File: src/rtl/mpurx_pkg.sv
package mpurx_pkg;

    localparam int DATA_W = 8;
    localparam int SHR_W  = DATA_W + 1;

    typedef enum logic [1:0] {
        ST_IDLE,
        ST_START,
        ST_DATA,
        ST_STOP
    } rx_state_e;

    typedef struct packed {
        logic              avail;
        logic              ovr;
        logic              filt;
        logic              tag;
        logic              ferr;
        logic [DATA_W-1:0] data;
    } hold_s;

endpackage

File: src/rtl/mpurx_tick.sv
module mpurx_tick #(
    parameter int CLK_DIV = 4
) (
    input  logic clk,
    input  logic rst_n,
    output logic tick
);
    localparam int CW = (CLK_DIV > 1) ? $clog2(CLK_DIV) : 1;
    localparam logic [CW-1:0] LAST = CW'(CLK_DIV - 1);

    logic [CW-1:0] cnt_d, cnt_q;
    logic          tick_d, tick_q;

    always_comb begin
        tick_d = 1'b0;
        cnt_d  = cnt_q + 1'b1;
        if (cnt_q == LAST) begin
            cnt_d  = '0;
            tick_d = 1'b1;
        end
    end

    always_ff @(posedge clk or negedge rst_n) begin
        if (!rst_n) begin
            cnt_q  <= '0;
            tick_q <= 1'b0;
        end else begin
            cnt_q  <= cnt_d;
            tick_q <= tick_d;
        end
    end

    assign tick = tick_q;

endmodule

File: src/rtl/mpurx_frame.sv
module mpurx_frame
    import mpurx_pkg::*;
#(
    parameter int OVS = 16
) (
    input  logic             clk,
    input  logic             rst_n,
    input  logic             tick,
    input  logic             rxd,
    input  logic [3:0]       nbits,
    output logic             f_done,
    output logic [SHR_W-1:0] f_data,
    output logic             f_tag,
    output logic             f_ferr
);
    localparam int OW = $clog2(OVS);
    localparam logic [OW-1:0] MID  = OW'(OVS / 2 - 1);
    localparam logic [OW-1:0] LAST = OW'(OVS - 1);

    typedef struct packed {
        rx_state_e        st;
        logic [OW-1:0]    ovs;
        logic [3:0]       idx;
        logic [SHR_W-1:0] sh;
        logic             tag;
        logic             ferr;
        logic             done;
    } frm_s;

    frm_s d, q;

    always_comb begin
        d      = q;
        d.done = 1'b0;
        case (q.st)
            ST_IDLE: begin
                if (tick && !rxd) begin
                    d.st  = ST_START;
                    d.ovs = '0;
                end
            end
            ST_START: begin
                if (tick) begin
                    if (q.ovs == MID) begin
                        if (!rxd) begin
                            d.st  = ST_DATA;
                            d.ovs = '0;
                            d.idx = '0;
                            d.sh  = '0;
                        end else begin
                            d.st = ST_IDLE;
                        end
                    end else begin
                        d.ovs = q.ovs + 1'b1;
                    end
                end
            end
            ST_DATA: begin
                if (tick) begin
                    if (q.ovs == LAST) begin
                        d.ovs        = '0;
                        d.sh[q.idx]  = rxd;
                        if (q.idx == nbits - 4'd1) begin
                            d.st  = ST_STOP;
                            d.idx = '0;
                        end else begin
                            d.idx = q.idx + 4'd1;
                        end
                    end else begin
                        d.ovs = q.ovs + 1'b1;
                    end
                end
            end
            ST_STOP: begin
                if (tick) begin
                    if (q.ovs == LAST) begin
                        d.ovs = '0;
                        if (nbits == 4'd9) begin
                            d.tag  = q.sh[SHR_W-1];
                            d.ferr = !rxd;
                            d.done = 1'b1;
                            d.st   = ST_IDLE;
                        end else if (q.idx == 4'd0) begin
                            d.tag = rxd;
                            d.idx = 4'd1;
                        end else begin
                            d.ferr = !rxd;
                            d.done = 1'b1;
                            d.st   = ST_IDLE;
                        end
                    end else begin
                        d.ovs = q.ovs + 1'b1;
                    end
                end
            end
            default: d.st = ST_IDLE;
        endcase
    end

    always_ff @(posedge clk or negedge rst_n) begin
        if (!rst_n) begin
            q <= '{st: ST_IDLE, ovs: '0, idx: '0, sh: '0, tag: 1'b0, ferr: 1'b0, done: 1'b0};
        end else begin
            q <= d;
        end
    end

    assign f_done = q.done;
    assign f_data = q.sh;
    assign f_tag  = q.tag;
    assign f_ferr = q.ferr;

    // bit index never runs past the widest character
    a_r2_idx_range: assert property (@(posedge clk) disable iff (!rst_n)
        (q.st == ST_DATA) |-> (q.idx <= 4'd8));

    // a start bit that is high again at its middle is abandoned
    a_r1_start_reject: assert property (@(posedge clk) disable iff (!rst_n)
        (q.st == ST_START && tick && q.ovs == MID && rxd) |=> (q.st == ST_IDLE));

    // a character completes only out of the stop phase
    a_r3_done_from_stop: assert property (@(posedge clk) disable iff (!rst_n)
        q.done |-> ($past(q.st) == ST_STOP));

endmodule

File: src/rtl/mpurx_hold.sv
module mpurx_hold
    import mpurx_pkg::*;
(
    input  logic              clk,
    input  logic              rst_n,
    input  logic              f_done,
    input  logic [SHR_W-1:0]  f_data,
    input  logic              f_tag,
    input  logic              f_ferr,
    input  logic [DATA_W-1:0] node_addr,
    input  logic              filt_set,
    input  logic              filt_clr,
    input  logic              rd_ack,
    output hold_s             hold
);
    hold_s d, q;
    logic  free, accept, hit;

    always_comb begin
        d      = q;
        free   = !q.avail || rd_ack;
        accept = f_done && (!q.filt || f_tag);
        hit    = accept && free && f_tag && q.filt && (f_data[DATA_W-1:0] == node_addr);
        if (rd_ack) begin
            d.avail = 1'b0;
            d.ovr   = 1'b0;
        end
        if (accept) begin
            if (free) begin
                d.avail = 1'b1;
                d.data  = f_data[DATA_W-1:0];
                d.tag   = f_tag;
                d.ferr  = f_ferr;
            end else begin
                d.ovr = 1'b1;
            end
        end
        if (filt_clr || hit) d.filt = 1'b0;
        if (filt_set)        d.filt = 1'b1;
    end

    always_ff @(posedge clk or negedge rst_n) begin
        if (!rst_n) begin
            q <= '0;
        end else begin
            q <= d;
        end
    end

    assign hold = q;

    // payload under an active filter leaves the holding register untouched
    a_r5_payload_drop: assert property (@(posedge clk) disable iff (!rst_n)
        (f_done && q.filt && !f_tag && !rd_ack) |=> ($stable(q.avail) && $stable(q.data) && $stable(q.ovr)));

    // full register and no acknowledge drops the new character
    a_r9_overrun: assert property (@(posedge clk) disable iff (!rst_n)
        (f_done && (!q.filt || f_tag) && q.avail && !rd_ack) |=> (q.ovr && $stable(q.data)));

    // acknowledge in the completion cycle loads without overrun
    a_r10_ack_merge: assert property (@(posedge clk) disable iff (!rst_n)
        (f_done && (!q.filt || f_tag) && rd_ack) |=> (q.avail && !q.ovr));

    // set has priority
    a_r7_set_wins: assert property (@(posedge clk) disable iff (!rst_n)
        filt_set |=> q.filt);

    // own address turns the filter off
    a_r6_match_opens: assert property (@(posedge clk) disable iff (!rst_n)
        (f_done && f_tag && q.filt && !q.avail && f_data[DATA_W-1:0] == node_addr && !filt_set)
        |=> !q.filt);

endmodule

File: src/rtl/mpurx_top.sv
module mpurx_top
    import mpurx_pkg::*;
#(
    parameter int CLK_DIV = 4,
    parameter int OVS     = 16
) (
    input  logic              clk,
    input  logic              rst_n,
    input  logic              rxd,
    input  logic [3:0]        cfg_bits,
    input  logic [DATA_W-1:0] node_addr,
    input  logic              filt_set,
    input  logic              filt_clr,
    output logic              filt_en,
    input  logic              rd_ack,
    output logic [DATA_W-1:0] rd_data,
    output logic              rd_tag,
    output logic              rd_ferr,
    output logic              rd_avail,
    output logic              rd_ovr
);
    localparam int SYNC_N = 2;

    logic [SYNC_N-1:0] sync_d, sync_q;
    logic              tick;
    logic [3:0]        nbits;
    logic              f_done, f_tag, f_ferr;
    logic [SHR_W-1:0]  f_data;
    hold_s             hold;

    always_comb begin
        sync_d = {sync_q[SYNC_N-2:0], rxd};
    end

    always_ff @(posedge clk or negedge rst_n) begin
        if (!rst_n) sync_q <= '1;
        else        sync_q <= sync_d;
    end

    always_comb begin
        if (cfg_bits < 4'd5)      nbits = 4'd5;
        else if (cfg_bits > 4'd9) nbits = 4'd9;
        else                      nbits = cfg_bits;
    end

    mpurx_tick #(.CLK_DIV(CLK_DIV)) i_tick (
        .clk  (clk),
        .rst_n(rst_n),
        .tick (tick)
    );

    mpurx_frame #(.OVS(OVS)) i_frame (
        .clk   (clk),
        .rst_n (rst_n),
        .tick  (tick),
        .rxd   (sync_q[SYNC_N-1]),
        .nbits (nbits),
        .f_done(f_done),
        .f_data(f_data),
        .f_tag (f_tag),
        .f_ferr(f_ferr)
    );

    mpurx_hold i_hold (
        .clk      (clk),
        .rst_n    (rst_n),
        .f_done   (f_done),
        .f_data   (f_data),
        .f_tag    (f_tag),
        .f_ferr   (f_ferr),
        .node_addr(node_addr),
        .filt_set (filt_set),
        .filt_clr (filt_clr),
        .rd_ack   (rd_ack),
        .hold     (hold)
    );

    assign filt_en  = hold.filt;
    assign rd_data  = hold.data;
    assign rd_tag   = hold.tag;
    assign rd_ferr  = hold.ferr;
    assign rd_avail = hold.avail;
    assign rd_ovr   = hold.ovr;

    // flags clear right after reset release
    a_r11_reset_flags: assert property (@(posedge clk)
        $rose(rst_n) |-> (!rd_avail && !rd_ovr && !filt_en));

endmodule

File: config.mk
export PLATFORM = sky130hd
export DESIGN_NAME = mpurx_top
export DESIGN_NICKNAME = d
export VERILOG_FILES = /design/src/rtl/mpurx_pkg.sv /design/src/rtl/mpurx_tick.sv /design/src/rtl/mpurx_frame.sv /design/src/rtl/mpurx_hold.sv /design/src/rtl/mpurx_top.sv
export SDC_FILE = /design/constraint.sdc
export NUM_CORES = 1
export LEC_CHECK = 0
export ABC_AREA = 1
export BUFFER_PORTS_ARGS = -buffer_cell sky130_fd_sc_hd__buf_2
export CELL_PAD_IN_SITES_DETAIL_PLACEMENT = 0
export CELL_PAD_IN_SITES_GLOBAL_PLACEMENT = 1
export CORE_MARGIN = 5
export CORE_UTILIZATION = 40
export CTS_CLUSTER_SIZE = 16
export DETAILED_ROUTE_END_ITERATION = 7
export GPL_TIMING_DRIVEN = 0
export PLACE_DENSITY_LB_ADDON = 0.1
export SLEW_MARGIN = 10
export SYNTH_ARGS = -nofsm -noshare
export SYNTH_HDL_FRONTEND = slang
export SYNTH_SLANG_ARGS = --single-unit
export TNS_END_PERCENT = 1
File: constraint.sdc
create_clock -name clk -period 3 [get_ports clk]
set_clock_uncertainty 0.15 [all_clocks]
set_input_delay 0.15 -clock clk [delete_from_list [all_inputs] [get_ports clk]]
set_output_delay 0.15 -clock clk [all_outputs]
set_load 0.02 [all_outputs]
# [After elaboration in Yosys (flattened, before gate mapping)]
# Cells that the tools add are included.
[totals] input_bits=18 ramBits=0 output_inout_bits=13 mem_bits_ro=0 regBits=40 latchBits=0 mem_count=0
[classes] n_eq_ne=23 mul=0 div=0 reduce_logical=26 add_sub_neg=4 shifts=0 bitwise_logic=0 n_lt_le_gt_ge=4 mux=42
[ops] cell="$mux W19" count=2
[ops] cell="$mux W4" count=8
[ops] cell="$mux W13" count=2
[ops] cell="$pmux W6 S4" count=1
[ops] cell="$mux W2" count=11
[ops] cell="$pmux W9 S2" count=1
[ops] cell="$mux W17" count=1
[ops] cell="$ne A2 B1 Y1 const B" count=7
[ops] cell="$pmux W4 S3" count=1
[ops] cell="$mux W1" count=10
[ops] cell="$mux W10" count=1
[ops] cell="$ne A2 B2 Y1 const B" count=5
[ops] cell="$reduce_and A10 Y1" count=1
[ops] cell="$bwmux W9" count=1
[ops] cell="$reduce_and A9 Y1" count=1
[ops] cell="$add A4 B1 Y4 const B" count=2
[ops] cell="$eq A4 B4 Y1 const B" count=2
[ops] cell="$eq A8 B8 Y1" count=1
[ops] cell="$reduce_and A4 Y1" count=2
[ops] cell="$logic_and A1 B1 Y1" count=7
[ops] cell="$eq A2 B2 Y1 const B" count=3
[ops] cell="$mux W6" count=1
[ops] cell="$reduce_and A6 Y1" count=1
[ops] cell="$reduce_bool A2 Y1" count=3
[ops] cell="other kinds (20)" count=24

# [Logic depth before layout (Yosys ltp)]
# Gate-level depths: netlist (run 1).
[depth] ltp_word=10 ltp_mapped=17 depth_no_buf=17

# [Cells and area by module]
# Synthesis (run 1) repeated with hierarchy kept, for this count alone.
[unflattened] cells_unflattened=339 hier_area_um2=2504.9
[modules_own_cells] mod="mpurx_frame" instances=1 cells_per_inst=229 area_per_inst_um2=1620.3
[modules_own_cells] mod="mpurx_hold" instances=1 cells_per_inst=93 area_per_inst_um2=695.7
[modules_own_cells] mod="mpurx_top" instances=1 cells_per_inst=12 area_per_inst_um2=97.6
[modules_own_cells] mod="mpurx_tick" instances=1 cells_per_inst=5 area_per_inst_um2=91.3

# [Worst setup path after synthesis (run 1)]
# Ideal clock, no wire load.
[synth_timing] kind="reg2reg" from="reg i_frame.q[20] in the netlist's numbering" to="reg i_frame.q[18] in the netlist's numbering" period_less_slack_ns=1.745 t_required_ns=2.774 slack_ns=1.255 setup_ns=0.076 arrival_ns=1.519 stages_incl_launch_ff=9 n_path_buf=1 path_cell_list="dfrtp_1 -> inv_1 -> ha_1 -> buf_2 -> nand2_2 -> nand2_1 -> nor4_4 -> nand3_1 -> o21ai_1"
[synth_between] elab_chain_len=3 word_cells_on_any_way=11
[synth_lines] element="start: declaration" line="mpurx_frame.sv:30" text="frm_s d, q;"
[synth_lines] element="start signal: assignment" line="mpurx_frame.sv:102" text="q <= '{st: ST_IDLE, ovs: '0, idx: '0, sh: '0, tag: 1'b0, ferr: 1'b0, done: 1'b0};"
[synth_lines] element="$eq A2 B1 Y1 (tied with other cells)" line="mpurx_frame.sv:35" text="case (q.st)"
[synth_lines] element="$ne A3 B3 Y1 (no source line) (tied with other cells)"
[synth_lines] element="$reduce_and A5 Y1 (no source line)"
# Several ways; a longest one is shown, not always the timed one.
# A chain may end at the register's enable or synchronous reset.

# [Worst setup path in the final report (run 1)]
[layout_timing] from="reg i_hold.q, in the netlist i_hold.hold[10]" to="reg i_hold.q, in the netlist i_hold.hold[10]"
[layout_between] elab_chain_len=9
[layout_lines] element="start: declaration" line="mpurx_hold.sv:16" text="hold_s d, q;"
[layout_lines] element="start signal: assignment" line="mpurx_hold.sv:44" text="q <= '0;"
[layout_lines] element="start signal: assignment" line="mpurx_hold.sv:46" text="q <= d;"
[layout_lines] element="$logic_not A1 Y1" line="mpurx_hold.sv:22" text="accept = f_done && (!q.filt || f_tag);"
[layout_lines] element="$logic_or A1 B1 Y1" line="mpurx_hold.sv:22"
[layout_lines] element="$logic_and A1 B1 Y1" line="mpurx_hold.sv:22"
[layout_lines] element="$logic_and A1 B1 Y1 (2 in series)" line="mpurx_hold.sv:23" text="hit = accept && free && f_tag && q.filt && (f_data[DATA_W-1:0] == node_addr);"
[layout_lines] element="$logic_and A1 B1 Y1 (*) (2 in series)" line="mpurx_hold.sv:23"
[layout_lines] element="$logic_or A1 B1 Y1 (*)" line="mpurx_hold.sv:38" text="if (filt_clr || hit) d.filt = 1'b0;"
[layout_lines] element="$reduce_bool A2 Y1 (no source line) (*)"
# Every way passes the cells marked *; elsewhere a longest branch is shown, timed or not.

==> results by group, run 1 <==
Clocking
  – Clock-pin slew on the worst setup and hold paths: approximately 80 ps
  – Clk_lat worst skew: 300 ps
  – CTS Buf Count: 5
  – CTS tree: yes
  – # Post-CTS Setup Buffers: 0
  – Max Root-Sink Buffers: 2
  – CTS H-Tree Depth: 2
  – CTS Sinks: 40
  – CTS root buf: clkbuf_8
  – Post_cts resized: 0

Placed design
  – # port buffers: 30
  – Detail Placement HPWL: approximately 3900 um
  – Placed inst area: roughly 2600 um2
  – RePlAce Congestion: just under 0.8

GRT
  – First-pass GRT wire length: ~8600 um
  – GRT Residual Overflow: 0
  – Tot GR Track Use: 0.143
  – Initial antenna violation count: 0
  – Vias in the first global route: 1838
  – Largest net degree at the start of global routing: between 40 and 50

Cells and area
  – Layout cell share with drive strength beyond 1: 0.229
  – Final nets: 378
  – Cell area after layout: 2780 um2
  – Antenna Cells: 0
  – P&R area growth vs syn: 15.9%

Routing
  – Total wire length: 5120 um
  – Via density: 4.72
  – DR pass1 iterations: 4
  – DR vias: ~2000
  – Remaining DRCs: 0
  – Final ANT Viol Nets: 0
  – Detailed Route Iter0 Violations: between 100 and 150
  – Routed wire per std cell: between 10 and 15 um

STA
  – Worst slew pin tran: between 900 and 1000 ps
  – Post-route setup TNS: 0 ps
  – Final Max Slew Viols: 0
  – Period Utilization, post-route: 0.684
  – Worst slew margin: 0.399
  – # setup viols final: 0
  – Max Clock Freq: around 490 MHz
  – Hold Fails Final Rpt: 0
  – Min Tclk post-route: 2050 ps
  – RSZ-0062 raised after global routing: false

Worst hold path
  – Sink of the worst hold path: sync_q[1]$_DFF_PN1_
  – Min-delay src: sync_q[0]$_DFF_PN1_
  – Hold Crit Class: reg2reg
  – Hold Path Depth: 0

Die
  – Initial Util: 0.408
  – Horiz. Die Dim: between 80 and 90 um
  – CORE AREA: between 5000 and 6000 um2
  – Top Ports: 31
  – Die area: ~7600 um2
  – Row count: 28
  – Die H: ~87 um

Logic synthesis
  – Async set-reset flop share out of synthesis: 1.00
  – Synth top area share: 0.396
  – Mapped Area: approximately 2400 um2
  – Avg Cell Area, Syn: approximately 7.8 um2
  – Post-Syn Nets: ~340
  – Area contributors post-synth: dfrtp_1, nand2_1, ha_1
  – Ys flop type: dfrtp_1
  – Synthesized instance count: 306
  – Top-count cell post-synth: nand2_1
  – Synth cell types: 35
  – Cell accounting for the most synthesized area: dfrtp_1
  – Commonest cells in the netlist: nand2_1, dfrtp_1, inv_1
  – Yosys warns: 0
  – Synth Register Bits: 40
  – Seq/Total Area, Yosys: 0.418
  – Number of synthesized flops with an enable pin: 0

Critical path
  – CP Data Arrival Time: 2090 ps
  – Flop-to-flop setup slack: approximately 950 ps
  – Reg2reg path depth: 9
  – R2R Path Start: i_hold.hold[10]$_DFFE_PN0P_
  – Crit end category: flop
  – Worst-path maximum fanout: 6
  – WS Path Type: reg2reg
  – Startpoint Class: flop
  – Reg2reg end: i_hold.hold[10]$_DFFE_PN0P_
  – Worst Path Required: between 3000 and 4000 ps

Power and ir drop
  – Pwr Density: roughly 630 nW/um2
  – Total power: 1.76 mW
  – Leakage power: 1.44 nW
  – Worst vdd ir: about 0.3 mV

Outcome
  – Status: completed

Run
  – Max-cap check violation count: 0
-- cells by family (layout without fill, tap and decap cells) --
group,Yosys count,after routing,share of synthesized area
adder cells (fa/ha/maj),12,12,0.0626
XOR/XNOR,5,5,0.0183
AND/OR/NAND/NOR,154,154,0.309
AO/OA/AOI/OAI,42,42,0.104
flip-flops,40,40,0.418
buffers and inverters,53,96,0.0881
-- layer usage --
layer / GRT usage / vias up / share of wire
met5: 0 / - / 0
met4: 0.0502 / 0 / 0.015
met3: 0.0293 / 7 / 0.056
met2: 0.222 / 38 / 0.44
met1: 0.198 / 913 / 0.49
li1: - / 1045 / -
-- metrics by stage --
stage                      util  hold slack (ps)  setup WS [ps]  std cells
final                     0.473              216            947        424
after global routing      0.473              227            736        424
after CTS                 0.473              216            899        424
after detailed placement  0.449              112            928        411
after global placement    0.449              105            918        411
after floorplan               -             -296           1250        306
-- how the worst max path moves through the flow --
stage / startpoint / to / depth (start not counted)
floorplan: i_frame.q[20]$_DFFE_PN0P_ / i_frame.q[18]$_DFFE_PN0P_ / 8
global placement: cfg_bits[3] / i_frame.q[15]$_DFFE_PN0P_ / 16
detailed placement: cfg_bits[3] / i_frame.q[15]$_DFFE_PN0P_ / 16
CTS: i_hold.hold[10]$_DFFE_PN0P_ / i_hold.hold[10]$_DFFE_PN0P_ / 9
global route: i_hold.hold[10]$_DFFE_PN0P_ / i_hold.hold[10]$_DFFE_PN0P_ / 9
finish: i_hold.hold[10]$_DFFE_PN0P_ / i_hold.hold[10]$_DFFE_PN0P_ / 9
-- worst max-delay path, stage by stage (launching register included) --
cell	delay, ps
dfrtp_1	420
nand2_1	90
nand2_1	80
a21oi_2	260
nand2_1	120
nor2_1	120
nand2_1	60
nand3_1	60
nand2_1	40
dlygate4sd3_1	540
-- sequential cells by signal, summed over array words and instances (netlist names), named ones only --
name and flops:
i_hold.hold 13, i_frame.f_data 9, i_frame.q 9, i_tick.cnt_q 2, sync_q 2, i_frame.f_done 1, i_frame.f_ferr 1, i_frame.f_tag 1
i_tick.tick 1
-- power breakdown --
part / switching, mW / internal [mW]
clock network: 0.205 / 0.162
logic: 0.492 / 0.262
registers: 0.0518 / 0.587
total: 0.749 / 1.01
-- layout make-up --
cell class	instances	area, um2
fill	605	3100
multi-input combinational	213	1180
sequential	40	1000
timing repair buffer	35	200
inverter	50	190
tap	75	93.8
clock buffer	5	68.8
buffer	3	21.3
clock inverter	3	18.8
-- repair_timing --
action                                  CTS  global route
hold endpoints to repair                 42             0
hold buffers                              5             0
endpoints found under the setup margin    0             0
-- layout by cell type, fill, tap and decap left out, types with 4 or more instances in the layout --
master	n
clkinv_2	4
clkbuf_8	5
dfrtp_1	38
o21ai_1	5
buf_2	32
ha_1	12
nand2_1	88
dlygate4sd3_1	5
nand2_2	7
nor3_1	4
inv_1	37
o21ai_0	22
inv_2	10
nand3_1	13
nor2_1	25
(Power assumes the default switching activity.)
==> run 2: changes to the inputs <==
--- a/config.mk
+++ b/config.mk
@@ -10,7 +10,7 @@
 export CELL_PAD_IN_SITES_DETAIL_PLACEMENT = 0
 export CELL_PAD_IN_SITES_GLOBAL_PLACEMENT = 1
 export CORE_MARGIN = 5
-export CORE_UTILIZATION = 40
+export CORE_UTILIZATION = 38
 export CTS_CLUSTER_SIZE = 16
 export DETAILED_ROUTE_END_ITERATION = 7
 export GPL_TIMING_DRIVEN = 0
==> constraint.sdc (replaced) <==
create_clock -name clk -period 1.8 [get_ports clk]
set_clock_uncertainty 0.15 [all_clocks]
set_input_delay 0.09 -clock clk [delete_from_list [all_inputs] [get_ports clk]]
set_output_delay 0.09 -clock clk [all_outputs]
set_load 0.02 [all_outputs]
==> run 2 against run 1 <==
Global-route usage rose by 0.29 points. Setup slack worse by 920 ps. First-iteration DRC count down 47%. Register-to-register slack got worse by 920 ps. Critical path depth up 3.
==> results by group, run 2 (synthesis gave the netlist of run 1 again) <==
Outcome
  – Status: completed

Clocking
  – Max Root-Sink Buffers: 2 (unchanged)
  – Clock-pin slew on the worst setup and hold paths: 80 ps (about the same)
  – CTS H-Tree Depth: 2 (unchanged)
  – CTS Buf Count: 5 (unchanged)
  – CTS tree: yes
  – CTS Sinks: 40 (unchanged)
  – CTS root buf: clkbuf_8
  – Clk_lat worst skew: 290 ps (about the same)

Critical path
  – CP max stage delay: 400 ps (-140 ps)
  – Crit path cell chain: ha_2 > nand2_2 > inv_4 > nand2_4 > nand2_4 > nand2_4 > inv_4 > nand3_4 > nor3_4 > buf_12 > nand2_1 > nand2_1
  – Buffers and inverters on the worst path: 3 (+2)
  – Worst Path Required: 1880 ps (-1160 ps)
  – Startpoint Class: flop
  – Slowest CP cell: dfrtp_1
  – Crit end category: flop
  – CP Data Arrival Time: 1860 ps (-230 ps)
  – Worst-path maximum fanout: 8 (+2)
  – Crit path max-delay family: simple AND/OR/NAND/NOR gates
  – Critical path's most frequent cell: nand2_4
  – WS Path Type: reg2reg

Run
  – Max-cap check violation count: 0 (unchanged)

Cells and area
  – Layout cell share with drive strength beyond 1: 0.310 (+0.0808)
  – Layout Cells excl Fill: 435 (+2.6%)
  – Most frequent cells in the layout: nand2_1, dfrtp_1, inv_1, buf_2, nor2_1
  – Final core utilization: 0.476 (+0.00357)
  – Final nets: 387 (+2.4%)
  – Multi-input gate area: 1250 um2 (+5.6%)
  – Register Area: 1010 um2 (+0.37%)
  – Most common cell after layout, fill and taps aside: nand2_1
  – P&R area growth vs syn: 23.8%
  – Filler instances: 630 (+4.1%)
  – Max reg flops: 13 (unchanged)
  – Antenna Cells: 0 (unchanged)

Routing
  – Via density: 4.60 (-2.5%)
  – Final ANT Viol Nets: 0 (unchanged)
  – DR pass1 iterations: 4 (unchanged)
  – DR vias: 2003 (unchanged)
  – Detailed Route Iter0 Violations: 62 (-47%)
  – Remaining DRCs: 0 (unchanged)
  – Total wire length: 5270 um (+2.9%)
  – Routed wire per std cell: 12.1 um (+0.29%)

Die
  – Horiz. Die Dim: 89.5 um (+2.3%)
  – Row count: 29 (+3.6%)
  – Die H: 89.5 um (+2.3%)
  – Top Ports: 31 (unchanged)
  – Initial Util: 0.385 (-0.0232)
  – Die area: 8000 um2 (+4.7%)
  – CORE AREA: 6240 um2 (+6.0%)

STA
  – # setup viols final: 0 (unchanged)
  – Final Max Slew Viols: 0 (unchanged)
  – Max Clock Freq: 563 MHz (+16%)
  – Worst slew margin: 0.397 (-0.00213)
  – Min Tclk post-route: 1770 ps (-278 ps)
  – Period Utilization, post-route: 0.986 (+0.302)
  – Worst slew pin tran: 904 ps (+3.20 ps)
  – Hold Fails Final Rpt: 0 (unchanged)
  – RSZ-0062 raised after global routing: true

GRT
  – Tot GR Track Use: 0.146 (+0.00291)
  – First-pass GRT wire length: 9060 um (+5.4%)
  – GRT Residual Overflow: 0 (unchanged)
  – Largest net degree at the start of global routing: 41 (unchanged)
  – Initial antenna violation count: 0 (unchanged)
  – Vias in the first global route: 1919 (+4.4%)

Placed design
  – RePlAce Congestion: 0.804 (+1.7%)
  – Detail Placement HPWL: 3910 um (+0.62%)
  – # port buffers: 30 (unchanged)
  – Placed Cells incl. Taps: 413 (+0.49%)

Worst hold path
  – Hold Crit Class: in2reg

Power and ir drop
  – Leakage power: 1.52 nW (+5.1%)
  – Worst vdd ir: 0.479 mV (+59%)
  – Pwr Density: 1100 nW/um2 (+74%)
## run 2: metal layers
metal | wire, um | track usage | share of wire | vias up
met3 | 307 | 0.0295 | 0.058 | 6
li1 | - | - | - | 1063
met4 | 65 | 0.0447 | 0.012 | 0
met1 | 2500 | 0.194 | 0.47 | 897
met5 | 0 | 0 | 0 | -
met2 | 2400 | 0.240 | 0.46 | 37
## run 2: final timing paths
check	start	to	slack, ps	cells after the start
setup / recovery	i_frame.q[16]$_DFFE_PN0P_	i_frame.f_data[8]$_DFFE_PN0P_	30	12
hold / removal	node_addr[6]	i_hold.hold[10]$_DFFE_PN0P_	90	7
setup reg to reg	i_frame.q[16]$_DFFE_PN0P_	i_frame.f_data[8]$_DFFE_PN0P_	30	12
hold reg to reg	sync_q[0]$_DFF_PN1_	sync_q[1]$_DFF_PN1_	210	0
max in group asynchronous	rst_n	i_frame.q[12]$_DFFE_PN0P_	550	2
min in group asynchronous	rst_n	i_hold.hold[3]$_DFFE_PN0P_	330	2
## run 2: area by class of cell
type | instances | share of cell area
tap | 77 | 0.0324
inverter | 50 | 0.0665
clock buffer | 5 | 0.0232
clock inverter | 3 | 0.0143
sequential | 40 | 0.339
timing repair buffer | 44 | 0.0943
buffer | 3 | 0.00926
multi-input combinational | 213 | 0.421
## run 2: repair_timing
item                                    4_1_cts  5_1_grt
endpoints found under the setup margin       19       20
resized for setup                            10       22
hold endpoints to repair                     42        0
buffers inserted                              4        5
pin swaps                                     2        5
hold buffers                                  5        0
## run 2: power breakdown
group / switching, mW / internal (mW) / total, mW
combinational: 0.909 / 0.573 / 1.48
sequential: 0.0667 / 0.984 / 1.05
clock: 0.330 / 0.410 / 0.740
## run 2: metrics by stage
stage	cell area (um2)	setup TNS [ps]	hold slack (ps)	total power [mW]	worst slack, ps
4_1_cts	2870	-17.3	90.4	3.20	-6.40
3_3_place_gp	2650	-2510	47.0	2.34	-219
2_1_floorplan	2400	0	-356	2.07	54.9
5_1_grt	2970	-905	191	3.55	-98.7
3_5_place_dp	2650	-2900	49.7	2.34	-204
6_report	2970	0	91.0	3.27	25.3
## run 2: tightest hold or removal path: stages
cell       delay [ps]
buf_2              80
xnor2_1            60
o2111ai_1          60
nor2_1             50
nand2_1            50
nand3_1            50
nand2_1            50
==> run 3: changes to the inputs <==
--- a/config.mk
+++ b/config.mk
@@ -6,11 +6,11 @@
 export NUM_CORES = 1
 export LEC_CHECK = 0
 export ABC_AREA = 1
-export BUFFER_PORTS_ARGS = -buffer_cell sky130_fd_sc_hd__buf_2
+export BUFFER_PORTS_ARGS = -buffer_cell sky130_fd_sc_hd__clkbuf_2
 export CELL_PAD_IN_SITES_DETAIL_PLACEMENT = 0
 export CELL_PAD_IN_SITES_GLOBAL_PLACEMENT = 1
 export CORE_MARGIN = 5
-export CORE_UTILIZATION = 38
+export CORE_UTILIZATION = 24
 export CTS_CLUSTER_SIZE = 16
 export DETAILED_ROUTE_END_ITERATION = 7
 export GPL_TIMING_DRIVEN = 0
==> constraint.sdc (replaced) <==
create_clock -name clk -period 2.09 [get_ports clk]
set_clock_uncertainty 0.15 [all_clocks]
set_input_delay 0.1045 -clock clk [delete_from_list [all_inputs] [get_ports clk]]
set_output_delay 0.1045 -clock clk [all_outputs]
set_load 0.02 [all_outputs]
==> run 3 against run 2 <==
Cell count up 11%. Largest cell class unchanged. Die area up 51%. Critical endpoint is now i_frame.f_data[6]$_DFFE_PN0P_. Setup slack better by 130 ps.
==> results by group, run 3 (synthesis gave the netlist of run 1 again) <==
Outcome
  – Status: completed

Routing
  – DR vias: 1996 (-0.35%)
  – Detailed Route Iter0 Violations: 58 (-6.5%)
  – Total wire length: 5700 um (+8.3%)
  – Remaining DRCs: 0 (unchanged)
  – Wire length on met1: 2680 um (+7.6%)
  – Via density: 4.13 (-10%)
  – Final ANT Viol Nets: 0 (unchanged)
  – Routed wire per std cell: 11.8 um (-2.5%)
  – Met3 Routed Length: 297 um (-3.3%)
  – Top routing layer in use: met4
  – WL met2: 2650 um (+11%)
  – DR pass1 iterations: 4 (unchanged)

Cells and area
  – Most frequent cells in the layout: nand2_1, inv_1, dfrtp_1, clkbuf_2, nor2_1
  – Layout cell share with drive strength beyond 1: 0.234 (-0.0758)
  – Final nets: 379 (-2.1%)
  – P&R area growth vs syn: 20.3%
  – Max reg flops: 13 (unchanged)
  – Antenna Cells: 0 (unchanged)
  – Cell area after layout: 2890 um2 (-2.9%)
  – Most common cell after layout, fill and taps aside: nand2_1

STA
  – Worst slew pin tran: 1030 ps (+123 ps)
  – Hold Fails Final Rpt: 0 (unchanged)
  – Hold_ws: 114 ps (+22.8 ps)
  – Post-route setup TNS: 0 ps (unchanged)
  – # setup viols final: 0 (unchanged)
  – RSZ-0062 raised after global routing: false
  – Max Clock Freq: 517 MHz (-8.3%)
  – Min Tclk post-route: 1940 ps (+160 ps)
  – Period Utilization, post-route: 0.926 (-0.0601)
  – Final worst setup slack: 155 ps (+130 ps)
  – Worst slew margin: 0.315 (-0.0819)
  – Final Max Slew Viols: 0 (unchanged)

Critical path
  – WS Path Type: reg2reg
  – Critical path's most frequent cell: nand2_1
  – Slowest CP cell: dfrtp_2
  – Crit path max-delay family: simple AND/OR/NAND/NOR gates
  – Flop-to-flop setup slack: 150 ps (+130 ps)
  – Worst-path maximum fanout: 10 (+2)
  – CP Data Arrival Time: 2020 ps (+160 ps)
  – Buffers and inverters on the worst path: 3 (unchanged)
  – Crit path cell chain: inv_1 > ha_1 > buf_2 > nand2_2 > nand2_4 > clkinv_2 > nand3_4 > nor3_4 > nand2_1 > nand2_1
  – Worst Path Required: 2180 ps (+300 ps)
  – CP max stage delay: 410 ps (about the same)
  – Startpoint Class: flop
  – Crit end category: flop

Power and ir drop
  – Power share of the clock group: 0.241 (+0.015)
  – Net Switching: 1.09 mW (-16%)
  – Worst vdd ir: 0.315 mV (-34%)
  – Pwr Density: 928 nW/um2 (-16%)
  – Sw frac: 0.407 (+0.00858)
  – Int Power: 1.59 mW (-19%)
  – Total power: 2.68 mW (-18%)
  – Comb power frac: 0.416 (-0.037)
  – Leakage power: 1.46 nW (-3.8%)
  – Share of power burned in registers: 0.343 (+0.022)

Die
  – Top Ports: 31 (unchanged)
  – Row count: 36 (+24%)
  – Horiz. Die Dim: 110 um (+23%)
  – Die H: 110 um (+23%)
  – Initial Util: 0.246 (-0.139)
  – CORE AREA: 9770 um2 (+57%)
  – Die area: 12100 um2 (+51%)

Worst hold path
  – Hold Crit Class: in2reg

Placed design
  – Detail Placement HPWL: 4390 um (+12%)
  – Placed inst area: 2720 um2 (+2.6%)
  – Worst slack, placed: 13.1 ps (+217 ps)
  – RePlAce Congestion: 0.719 (-10%)
  – # port buffers: 30 (unchanged)

GRT
  – Vias in the first global route: 2058 (+7.2%)
  – GRT Residual Overflow: 0 (unchanged)
  – Tot GR Track Use: 0.101 (-0.0451)
  – Largest net degree at the start of global routing: 41 (unchanged)
  – Initial antenna violation count: 0 (unchanged)
  – First-pass GRT wire length: 9630 um (+6.3%)

Run
  – Max-cap check violation count: 0 (unchanged)

Clocking
  – Max Root-Sink Buffers: 2 (unchanged)
  – CTS H-Tree Depth: 2 (unchanged)
  – CTS Buf Count: 5 (unchanged)
  – Clk_lat worst skew: 290 ps (about the same)
  – Clock-pin slew on the worst setup and hold paths: 90 ps (about the same)
  – CTS root buf: clkbuf_8
  – CTS Sinks: 40 (unchanged)
  – CTS tree: yes
## run 3: cell types whose count changed in the layout (fill, tap and decap cells not counted), moves of 4 or more
cell,change
inv_1,+4
ha_1,+4
inv_4,-4
clkbuf_2,+30
nand2_1,+6
buf_4,-7
ha_2,-4
buf_2,-29
## run 3: final timing paths
path,end,startpoint,cells after the start
worst max register to register,i_frame.f_data[6]$_DFFE_PN0P_,i_frame.q[20]$_DFFE_PN0P_,10
min in group asynchronous,i_hold.hold[7]$_DFFE_PN0P_,rst_n,2
worst min register to register,sync_q[1]$_DFF_PN1_,sync_q[0]$_DFF_PN1_,0
worst max-delay path,i_frame.f_data[6]$_DFFE_PN0P_,i_frame.q[20]$_DFFE_PN0P_,10
worst min-delay path,i_hold.hold[10]$_DFFE_PN0P_,node_addr[0],7
max in group asynchronous,i_frame.q[20]$_DFFE_PN0P_,rst_n,2
## run 3: metrics by stage
step,cells,util
6_report,483,0.295
5_1_grt,483,0.295
4_1_cts,482,0.294
3_5_place_dp,469,0.278
3_3_place_gp,469,0.278
2_1_floorplan,306,-
## run 3: tightest hold or removal path, cell delays in order
cell,delay [ps]
clkbuf_2,90
nand2_1,50
o2111ai_1,90
nor2_1,50
nand2_1,50
nand3_1,50
nand2_1,50
## run 3: timing repair
item                                    4_1_cts  5_1_grt
endpoints found under the hold margin        42        0
hold buffers                                  5        0
buffers inserted                              0        1
endpoints found under the setup margin        0       12
gates resized for setup                       0        1
## run 3: power groups by stage
stage	Clock (mW)	Combinational, mW	Sequential [mW]
after global placement	0	1.12	0.935
after detailed placement	0	1.10	0.937
after floorplan	0	0.871	0.912
final	0.646	1.11	0.919
after global routing	0.715	1.27	0.936
after CTS	0.686	1.12	0.920
## run 3: layout make-up
class	instances	area, um2
Clock buffer	5	68.8
Multi-Input combinational cell	213	1180
Buffer	3	21.3
Clock inverter	3	42.5
Fill cell	1106	6890
Tap cell	133	166
Inverter	50	190
Sequential cell	40	1000
Timing Repair Buffer	36	208
## run 3: per-layer routing
metal  vias to the layer above  GRT usage
li1                       1044          -
met1                       912      0.127
met2                        35      0.173
met3                         5     0.0227
met4                         0     0.0294
met5                         -          0
